$ cat config.mk
export PLATFORM = sky130hd
export DESIGN_NAME = dma_rdback_seq
export DESIGN_NICKNAME = d
export VERILOG_FILES = /design/src/rtl/dma_rb_pkg.sv /design/src/rtl/dma_rb_status.sv /design/src/rtl/dma_rb_list.sv /design/src/rtl/dma_rb_mux.sv /design/src/rtl/dma_rdback_seq.sv
export SDC_FILE = /design/constraint.sdc
export NUM_CORES = 1
export LEC_CHECK = 0
export CELL_PAD_IN_SITES_DETAIL_PLACEMENT = 0
export CELL_PAD_IN_SITES_GLOBAL_PLACEMENT = 2
export CORE_MARGIN = 8
export CORE_UTILIZATION = 33
export CTS_CLUSTER_SIZE = 20
export DETAILED_ROUTE_END_ITERATION = 10
export GPL_TIMING_DRIVEN = 0
export PLACE_DENSITY_LB_ADDON = 0.12
export SYNTH_ARGS = -nofsm -noshare
export SYNTH_HDL_FRONTEND = slang
export SYNTH_SLANG_ARGS = --single-unit
$ cat constraint.sdc
create_clock -name clk -period 6.66 [get_ports clk]
set_input_delay 0.666 -clock clk [delete_from_list [all_inputs] [get_ports clk]]
set_output_delay 0.666 -clock clk [all_outputs]
set_load 0.02 [all_outputs]
$ cat src/rtl/dma_rb_pkg.sv
package dma_rb_pkg;
   localparam int unsigned NSRC  = 7;
   localparam int unsigned SRC_W = 3;
   localparam int unsigned LEN_W = 3;
   localparam int unsigned NSLOT = 1 << LEN_W;

   typedef enum logic [SRC_W-1:0] {
      SRC_STAT  = 3'd0,
      SRC_CNT_L = 3'd1,
      SRC_CNT_H = 3'd2,
      SRC_A_L   = 3'd3,
      SRC_A_H   = 3'd4,
      SRC_B_L   = 3'd5,
      SRC_B_H   = 3'd6
   } src_e;

   localparam logic [7:0]      STAT_BASE  = 8'hCC;
   localparam logic [7:0]      STAT_RESET = 8'h38;
   localparam logic [NSRC-1:0] MASK_STAT  = 7'h01;
endpackage

$ cat src/rtl/dma_rb_status.sv
module dma_rb_status #(
   parameter int unsigned BYTE_W    = 8,
   parameter int unsigned MODE_W    = 2,
   parameter int unsigned PASS_MODE = 1
) (
   input  logic              eng_en,
   input  logic [MODE_W-1:0] mode,
   input  logic              rdy_in,
   input  logic              rdy_pol,
   input  logic              match_hit,
   input  logic              blk_done,
   output logic [BYTE_W-1:0] stat
);
   import dma_rb_pkg::*;

   localparam logic [MODE_W-1:0] PASS_M = MODE_W'(PASS_MODE);

   if (BYTE_W < 8) begin : g_bad_width
      $error("dma_rb_status: BYTE_W must be at least 8");
   end

   always_comb begin
      stat      = '0;
      stat[7:0] = STAT_BASE;
      stat[0]   = eng_en;
      stat[1]   = (mode != PASS_M) && (rdy_in != rdy_pol);
      stat[4]   = ~match_hit;
      stat[5]   = ~blk_done;
   end
endmodule

$ cat src/rtl/dma_rb_list.sv
module dma_rb_list #(
   parameter int unsigned LIST_IMPL = 0
) (
   input  logic                       clk,
   input  logic                       rst_n,
   input  logic                       rebuild,
   input  logic [dma_rb_pkg::NSRC-1:0] new_mask,
   input  logic                       adv,
   output dma_rb_pkg::src_e           cur_src,
   output logic                       cur_valid
);
   import dma_rb_pkg::*;

   logic [LEN_W-1:0] len_q, ptr_q, len_nxt;

   if (LIST_IMPL > 1) begin : g_bad_impl
      $error("dma_rb_list: LIST_IMPL must be 0 (table) or 1 (scan)");
   end

   assign len_nxt   = LEN_W'($countones(new_mask));
   assign cur_valid = (len_q != '0);

   always_ff @(posedge clk) begin
      if (!rst_n) begin
         len_q <= '0;
         ptr_q <= '0;
      end else if (rebuild) begin
         len_q <= len_nxt;
         ptr_q <= '0;
      end else if (adv && cur_valid) begin
         ptr_q <= (ptr_q == len_q - 1'b1) ? '0 : ptr_q + 1'b1;
      end
   end

   if (LIST_IMPL == 0) begin : g_table
      src_e             tbl_q   [NSLOT];
      src_e             tbl_nxt [NSLOT];
      logic [LEN_W-1:0] fill_k;

      always_comb begin
         fill_k = '0;
         for (int i = 0; i < NSLOT; i++) tbl_nxt[i] = SRC_STAT;
         for (int i = 0; i < NSRC; i++) begin
            if (new_mask[i]) begin
               tbl_nxt[fill_k] = src_e'(SRC_W'(i));
               fill_k          = fill_k + 1'b1;
            end
         end
      end

      always_ff @(posedge clk) begin
         if (!rst_n) begin
            for (int i = 0; i < NSLOT; i++) tbl_q[i] <= SRC_STAT;
         end else if (rebuild) begin
            for (int i = 0; i < NSLOT; i++) tbl_q[i] <= tbl_nxt[i];
         end
      end

      assign cur_src = tbl_q[ptr_q];
   end else begin : g_scan
      logic [NSRC-1:0]  mask_q;
      logic [LEN_W-1:0] seen;

      always_ff @(posedge clk) begin
         if (!rst_n)       mask_q <= '0;
         else if (rebuild) mask_q <= new_mask;
      end

      always_comb begin
         cur_src = SRC_STAT;
         seen    = '0;
         for (int i = 0; i < NSRC; i++) begin
            if (mask_q[i]) begin
               if (seen == ptr_q) cur_src = src_e'(SRC_W'(i));
               seen = seen + 1'b1;
            end
         end
      end
   end

   // position stays inside the list, and is zero for an empty list
   p_ptr_range_r5: assert property (@(posedge clk) disable iff (!rst_n)
      cur_valid ? (ptr_q < len_q) : (ptr_q == '0));

   // a read at the last entry goes back to the first
   p_wrap_r5: assert property (@(posedge clk) disable iff (!rst_n)
      (!rebuild && adv && cur_valid && ptr_q == len_q - 1'b1) |=> (ptr_q == '0));

   // any rebuild restarts at the first entry
   p_rebuild_r6: assert property (@(posedge clk) disable iff (!rst_n)
      rebuild |=> (ptr_q == '0));
endmodule

$ cat src/rtl/dma_rb_mux.sv
module dma_rb_mux #(
   parameter int unsigned BYTE_W = 8,
   parameter int unsigned CNT_W  = 16
) (
   input  dma_rb_pkg::src_e   src,
   input  logic [BYTE_W-1:0]  stat,
   input  logic [CNT_W-1:0]   byte_cnt,
   input  logic [CNT_W-1:0]   addr_a,
   input  logic [CNT_W-1:0]   addr_b,
   output logic [BYTE_W-1:0]  sel_byte
);
   import dma_rb_pkg::*;

   logic [BYTE_W-1:0] cnt_l, cnt_h, a_l, a_h, b_l, b_h;

   assign cnt_l = BYTE_W'(byte_cnt);
   assign cnt_h = BYTE_W'(byte_cnt >> BYTE_W);
   assign a_l   = BYTE_W'(addr_a);
   assign a_h   = BYTE_W'(addr_a >> BYTE_W);
   assign b_l   = BYTE_W'(addr_b);
   assign b_h   = BYTE_W'(addr_b >> BYTE_W);

   always_comb begin
      unique case (src)
         SRC_STAT:  sel_byte = stat;
         SRC_CNT_L: sel_byte = cnt_l;
         SRC_CNT_H: sel_byte = cnt_h;
         SRC_A_L:   sel_byte = a_l;
         SRC_A_H:   sel_byte = a_h;
         SRC_B_L:   sel_byte = b_l;
         SRC_B_H:   sel_byte = b_h;
         default:   sel_byte = stat;
      endcase
   end
endmodule

$ cat src/rtl/dma_rdback_seq.sv
module dma_rdback_seq #(
   parameter int unsigned BYTE_W    = 8,
   parameter int unsigned CNT_W     = 16,
   parameter int unsigned MODE_W    = 2,
   parameter int unsigned PASS_MODE = 1,
   parameter int unsigned LIST_IMPL = 0
) (
   input  logic              clk,
   input  logic              rst_n,
   input  logic              rd_stb,
   input  logic              mask_wr,
   input  logic [BYTE_W-1:0] mask_din,
   input  logic              seq_start,
   input  logic              stat_only,
   input  logic              eng_en,
   input  logic [MODE_W-1:0] mode,
   input  logic              rdy_in,
   input  logic              rdy_pol,
   input  logic              match_hit,
   input  logic              blk_done,
   input  logic [CNT_W-1:0]  byte_cnt,
   input  logic [CNT_W-1:0]  addr_a,
   input  logic [CNT_W-1:0]  addr_b,
   output logic [BYTE_W-1:0] rd_data
);
   import dma_rb_pkg::*;

   if (BYTE_W < 8) begin : g_bad_byte
      $error("dma_rdback_seq: BYTE_W must be at least 8");
   end
   if (CNT_W <= BYTE_W || CNT_W > 2 * BYTE_W) begin : g_bad_cnt
      $error("dma_rdback_seq: CNT_W must lie in (BYTE_W, 2*BYTE_W]");
   end
   if (PASS_MODE >= (1 << MODE_W)) begin : g_bad_mode
      $error("dma_rdback_seq: PASS_MODE does not fit MODE_W");
   end

   logic [NSRC-1:0]   mask_q, mask_nxt;
   logic              rebuild;
   logic [BYTE_W-1:0] stat_byte, list_byte;
   src_e              cur_src;
   logic              lst_valid;

   assign rebuild = mask_wr | stat_only | seq_start;

   always_comb begin
      if (mask_wr)        mask_nxt = mask_din[NSRC-1:0];
      else if (stat_only) mask_nxt = MASK_STAT;
      else                mask_nxt = mask_q;
   end

   always_ff @(posedge clk) begin
      if (!rst_n) mask_q <= '0;
      else        mask_q <= mask_nxt;
   end

   dma_rb_status #(
      .BYTE_W(BYTE_W), .MODE_W(MODE_W), .PASS_MODE(PASS_MODE)
   ) u_status (
      .eng_en(eng_en), .mode(mode), .rdy_in(rdy_in), .rdy_pol(rdy_pol),
      .match_hit(match_hit), .blk_done(blk_done), .stat(stat_byte)
   );

   dma_rb_list #(.LIST_IMPL(LIST_IMPL)) u_list (
      .clk(clk), .rst_n(rst_n), .rebuild(rebuild), .new_mask(mask_nxt),
      .adv(rd_stb), .cur_src(cur_src), .cur_valid(lst_valid)
   );

   dma_rb_mux #(.BYTE_W(BYTE_W), .CNT_W(CNT_W)) u_mux (
      .src(cur_src), .stat(stat_byte), .byte_cnt(byte_cnt),
      .addr_a(addr_a), .addr_b(addr_b), .sel_byte(list_byte)
   );

   always_ff @(posedge clk) begin
      if (!rst_n)      rd_data <= BYTE_W'(STAT_RESET);
      else if (rd_stb) rd_data <= lst_valid ? list_byte : stat_byte;
   end

   // no read strobe, no change on the data byte
   p_hold_r11: assert property (@(posedge clk) disable iff (!rst_n)
      !rd_stb |=> $stable(rd_data));

   // an empty list returns the status computed in the read cycle
   p_empty_stat_r9: assert property (@(posedge clk) disable iff (!rst_n)
      (rd_stb && !lst_valid) |=> (rd_data == $past(stat_byte)));

   // a mask write stores the low seven bits
   p_mask_store_r6: assert property (@(posedge clk) disable iff (!rst_n)
      mask_wr |=> (mask_q == $past(mask_din[NSRC-1:0])));

   // status-only command leaves only the status selected
   p_stat_only_r8: assert property (@(posedge clk) disable iff (!rst_n)
      (stat_only && !mask_wr) |=> (mask_q == MASK_STAT && lst_valid));
endmodule

==> After elaboration in Yosys (flattened, before gate mapping) <==
Memories as Yosys holds them, arrays and structs flattened. A register that Yosys moved wholly into a read port is not among the register bits.
Index checks and enable logic that the tools add are counted.
Widths: inputs -> output; s select.
{ "totals": {"reg_bits": 21, "ram_bits": 24, "inputBits": 69, "output_inout_bits": 8, "elab_cells": 126, "mem_count": 1} }
{ "op_classes": {"add_sub_neg": 13, "n_lt_le_gt_ge": 12, "eq_ne": 9, "mux": 43, "bitwise": 34, "n_reduce_logical": 10} }
{ "memory_table": {"columns": ["memory", "words", "width", "rd", "rd_ports_with_merged_regs", "write_ports", "line_no", "rtl"], "rows": [
  ["u_list.g_table.tbl_q", 8, 3, 1, 1, 8, "dma_rb_list.sv:36", "src_e tbl_q [NSLOT];"]
]} }
{ "op_table": {"columns": ["operator", "count"], "rows": [
  ["$mux 24", 5],
  ["$mux 3", 22],
  ["$demux 3 s3", 6],
  ["$or 16x16->16", 3],
  ["$pmux 8 s6", 1],
  ["$and 16x16->16", 2],
  ["$not 16->16", 2],
  ["$and 8x8->8", 3],
  ["$ge 4x4->1 const B", 6],
  ["$lt 4x1->1 const B", 6],
  ["$not 8->8", 3],
  ["$mux 22", 1],
  ["$not 3->4", 5],
  ["$add 3x1->3 const B", 5],
  ["$mux 7", 2],
  ["$or 1x1->1", 10],
  ["$eq 3x3->1 const B", 3],
  ["$logic_and 1x1->1", 8],
  ["$mux 8", 1],
  ["$or 7x8->8", 1],
  ["$or 8x8->8", 1],
  ["$add 1x1->2", 3],
  ["$add 3x3->3", 2],
  ["$eq 3x2->1 const B", 2],
  ["other kinds (12)", 18]
]} }

==> Logic depth before layout (Yosys ltp) <==
{ "depth": {"depth_word": 22, "depth_mapped": 21, "depth_no_buf": 21} }

==> Cells and area by module <==
A second synthesis with hierarchy kept.
{ "unflattened": {"cells_unflattened": 394, "hier_area_um2": 3836.2} }
{ "modules_own_cells": {"columns": ["mod", "n_inst", "cells_each", "area_each_um2"], "rows": [
  ["dma_rb_list", 1, 248, 2517.4],
  ["dma_rdback_seq", 1, 73, 671.9],
  ["dma_rb_mux", 1, 62, 580.6],
  ["dma_rb_status", 1, 11, 66.3]
]} }

==> Worst setup path after synthesis <==
OpenSTA, ideal clock, no wires.
{ "synth_path": {"path_kind": "in2reg", "start": "input port mask_wr", "end": "memory u_list.g_table.tbl_q[0][1] (netlist bit), data pin", "setup_ns": 0.258, "t_arrival_ns": 4.305, "required_time_ns": 6.402, "slack_ns": 2.097, "cell_stages": 21, "cell_sequence": "buf_2 nor2_1 a22oi_1 inv_1 ha_1 inv_1 nand3_1 and2_1 ha_1 inv_1 o21ai_0 ha_1 nor2_1 or2_2 inv_1 ha_1 nand2_1 xnor3_1 and2_4 nand2_1 a2bb2o_2"} }
{ "synth_rtl": {"columns": ["element", "line_no", "rtl"], "rows": [
  ["start: declaration", "dma_rdback_seq.sv:11", "input logic mask_wr,"],
  ["end: declaration", "dma_rb_list.sv:36", null]
]} }

==> impl_metrics.csv <==
group,metric,value,unit
run_status,status,"complete, no violations",
critical_path,crit_arrival,5.59,ns
floorplanning,std_cell_rows,38,
critical_path,end_kind,"flip-flop",
critical_path,required,6.73,ns
synth,yosys-top-cells-area,"edfxtp_1 20%, dfxtp_1 13%, ha_1 4.9%",
floorplanning,die_h,120.0,µm
routing,dr_total_vias,3345,
sta,finalSetupTns,0,ns
synth,ys_ff_latch,48,
floorplanning,pin_count,77,
sta,max_slew.worst_pin.slew,0.9153,ns
synth,ys.flop_type,"edfxtp_1",
sta,max_slew_margin,0.3891,
synth,postSynthAreaPerCell,8.734,µm²
cts,cts_buffer_depth,2,
min_path,worst_hold_path_type,"reg2reg",
synth,async_reset_ff_frac,0,
sta,fin_crit,5.520,ns
sta,drv_slew,0,
job,maxCapViolCount,0,
global_routing,grt_pass1_wl,18.88,mm
routing,drcViolationCount,0,
cts,cts_tree,"yes",
synth,yosysWarnings,0,
global_routing,antenna_found_initial,0,
synth,yosysTopAreaCellShare,0.2018,
critical_path,path_max_fanout,10,
floorplanning,die_area,14410,µm²
finish,nets,577,
place,hpwl,9.712,mm
routing,ant_nets,0,
floorplanning,coreArea,10700,µm²
sta,rsz0062_at_grt,"no",
finish,layout_common_cells,"74 x clkdlybuf4s50_1, 46 x nand2_1, 38 x nor2_1",
synth,yosysTopAreaCell,"edfxtp_1",
cts,cts-root-buf,"clkbuf_8",
cts,cts_buffers,5,
critical_path,startpoint_type,"primary input",
synth,netlist_area,3572,µm²
cts,post_cts_resized,0,
global_routing,grt-ovfl-total,0,
cts,htreeDepth,2,
power,leakagePower,0.001765,µW
critical_path,path_class,"in2reg",
routing,drt-initial-drc-count,178,
power,power_density,199.5,nW/µm²
synth,ys_seq_area_frac,0.3363,
sta,skew,0.009020,ns
synth,syn-instance-count,409,
floorplanning,start_util,0.3339,
cts,post_cts_buffers,0,
finish,final_cells,631,
place,place.gp.congestion,0.9303,
synth,synth-edff-count,24,
finish,drive_above_1_share,0.07128,
routing,wirelength,11.93,mm
place,place_inst,623,
finish,syn_to_final_growth,28.86,%
cts,clk_latency,0.31,ns
sta,final_hold_viol_count,0,
synth,syn-num-nets,496,
finish,final_common_cell,"clkdlybuf4s50_1",
global_routing,grt_use_total,0.1657,
global_routing,grt_pass1_vias,3491,
sta,post-route-period-util,0.8289,
cts,clock-sinks,48,
cts,cts.reportedPaths.clkPinSlew,0.10,ns
routing,wire_per_inst,18.91,µm
sta,setup_viol,0,
synth,ys_types,62,
cts,cts_hold_buf,0,
sta,max_freq,0.1812,GHz
power,max-vdd-ir-drop,0.00008071,V
routing,via_per_inst,5.301,
floorplanning,dieWidth,120.0,µm
place,io_buffers,74,
global_routing,grt_max_degree,27,
routing,dr.pass1.iters,5,
finish,fillers,1098,
finish,antennaDiodeCount,0,
report_power, final:
part	switching, µW	internal (µW)	leakage (µW)
Combinational	203	155	0.00123
Sequential	9.41	333	0.000483
Clock	105	113	0.0000548
Total	317	601	0.00177
metrics by stage:
step	util	worst slack (ns)	total power, µW	area [µm²]	hold WS (ns)
final	0.4303	1.140	918.5	4603	0.4646
after global routing	0.4303	0.6360	973.0	4603	0.5147
after CTS	0.4303	1.138	926.5	4603	0.4696
after detailed placement	0.4195	0.8268	705.6	4488	0.4544
after global placement	0.4195	0.8265	705.8	4488	0.4448
after floorplan	-	2.097	576.0	3572	0.4718
final timing paths:
path,from,slack (ns),cells after the start,endpoint
worst max-delay path,mask_wr,1.14,22,u_list.g_table.tbl_q[6][0]$_SDFFCE_PN0P_
worst min-delay path,rd_data[3]$_SDFFE_PN1P_,0.46,2,rd_data[3]$_SDFFE_PN1P_
worst max register to register,mask_q[0]$_SDFF_PN0_,1.94,21,u_list.g_table.tbl_q[6][0]$_SDFFCE_PN0P_
worst min register to register,rd_data[3]$_SDFFE_PN1P_,0.46,2,rd_data[3]$_SDFFE_PN1P_
kinds of logic after synthesis:
kind of cell,count (synthesis),share of synthesized area
multiplexers,24,0.09037
buffers and inverters,41,0.04483
AND/OR/NAND/NOR,144,0.1867
AO/OA/AOI/OAI,120,0.2242
flip-flops,48,0.3363
adder cells (fa/ha/maj),18,0.07146
XOR/XNOR,14,0.04624
cell type report:
type / instances / area (µm²) / area share
plain buffers: 17 / 70.07 / 0.01522
clock buffers: 5 / 68.82 / 0.01495
clock inverters: 3 / 46.29 / 0.01006
inverters: 24 / 90.09 / 0.01957
multi-input cells: 320 / 2211 / 0.4803
flip-flops and latches: 48 / 1201 / 0.2609
well taps: 140 / 175.2 / 0.03805
repair buffers: 74 / 740.7 / 0.1609
critical path, stage by stage:
cell	delay [ns]
clkdlybuf4s50_1	0.54
buf_2	0.24
nor2_1	0.13
a22oi_1	0.32
inv_1	0.17
ha_1	0.22
inv_1	0.18
nand3_1	0.18
and2_1	0.24
ha_1	0.28
inv_1	0.12
o21ai_0	0.13
ha_1	0.34
nor2_1	0.06
or2_2	0.34
inv_1	0.15
ha_1	0.16
nand2_1	0.08
xnor3_1	0.37
nor2_1	0.30
nand2_1	0.16
and3_1	0.19
cells in the mapped netlist (all sizes together) (4+ instances only):
| library cell | count |
|---|---|
| nand3 | 18 |
| a21oi | 28 |
| nor3 | 9 |
| a31oi | 8 |
| fa | 4 |
| mux2 | 6 |
| o22ai | 14 |
| and2 | 7 |
| and3 | 9 |
| o21ai | 29 |
| inv | 21 |
| buf | 6 |
| clkbuf | 11 |
| ha | 14 |
| nand2b | 6 |
| nor2 | 38 |
| a211oi | 6 |
| a22oi | 4 |
| dfxtp | 24 |
| edfxtp | 24 |
| xnor2 | 8 |
| nand2 | 46 |
| mux2i | 12 |
| mux4 | 6 |
per-layer routing:
| metal | wire (µm) | vias up | global-route usage | part of all wire |
|---|---|---|---|---|
| met5 | 0 | - | 0 | 0 |
| met4 | 278 | 0 | 0.06401 | 0.023 |
| met3 | 565 | 17 | 0.02583 | 0.047 |
| met2 | 5895 | 94 | 0.3011 | 0.49 |
| met1 | 5193 | 1565 | 0.1906 | 0.44 |
| li1 | - | 1669 | - | - |
registers in the layout (all words and copies together), names as in the netlist, named ones only:
signal / cells
mask_q: 7
rd_data: 8
u_list.g_table.tbl_q: 24
u_list.len_q: 3
u_list.ptr_q: 3
Note: power is estimated with default switching activity, not from simulation.
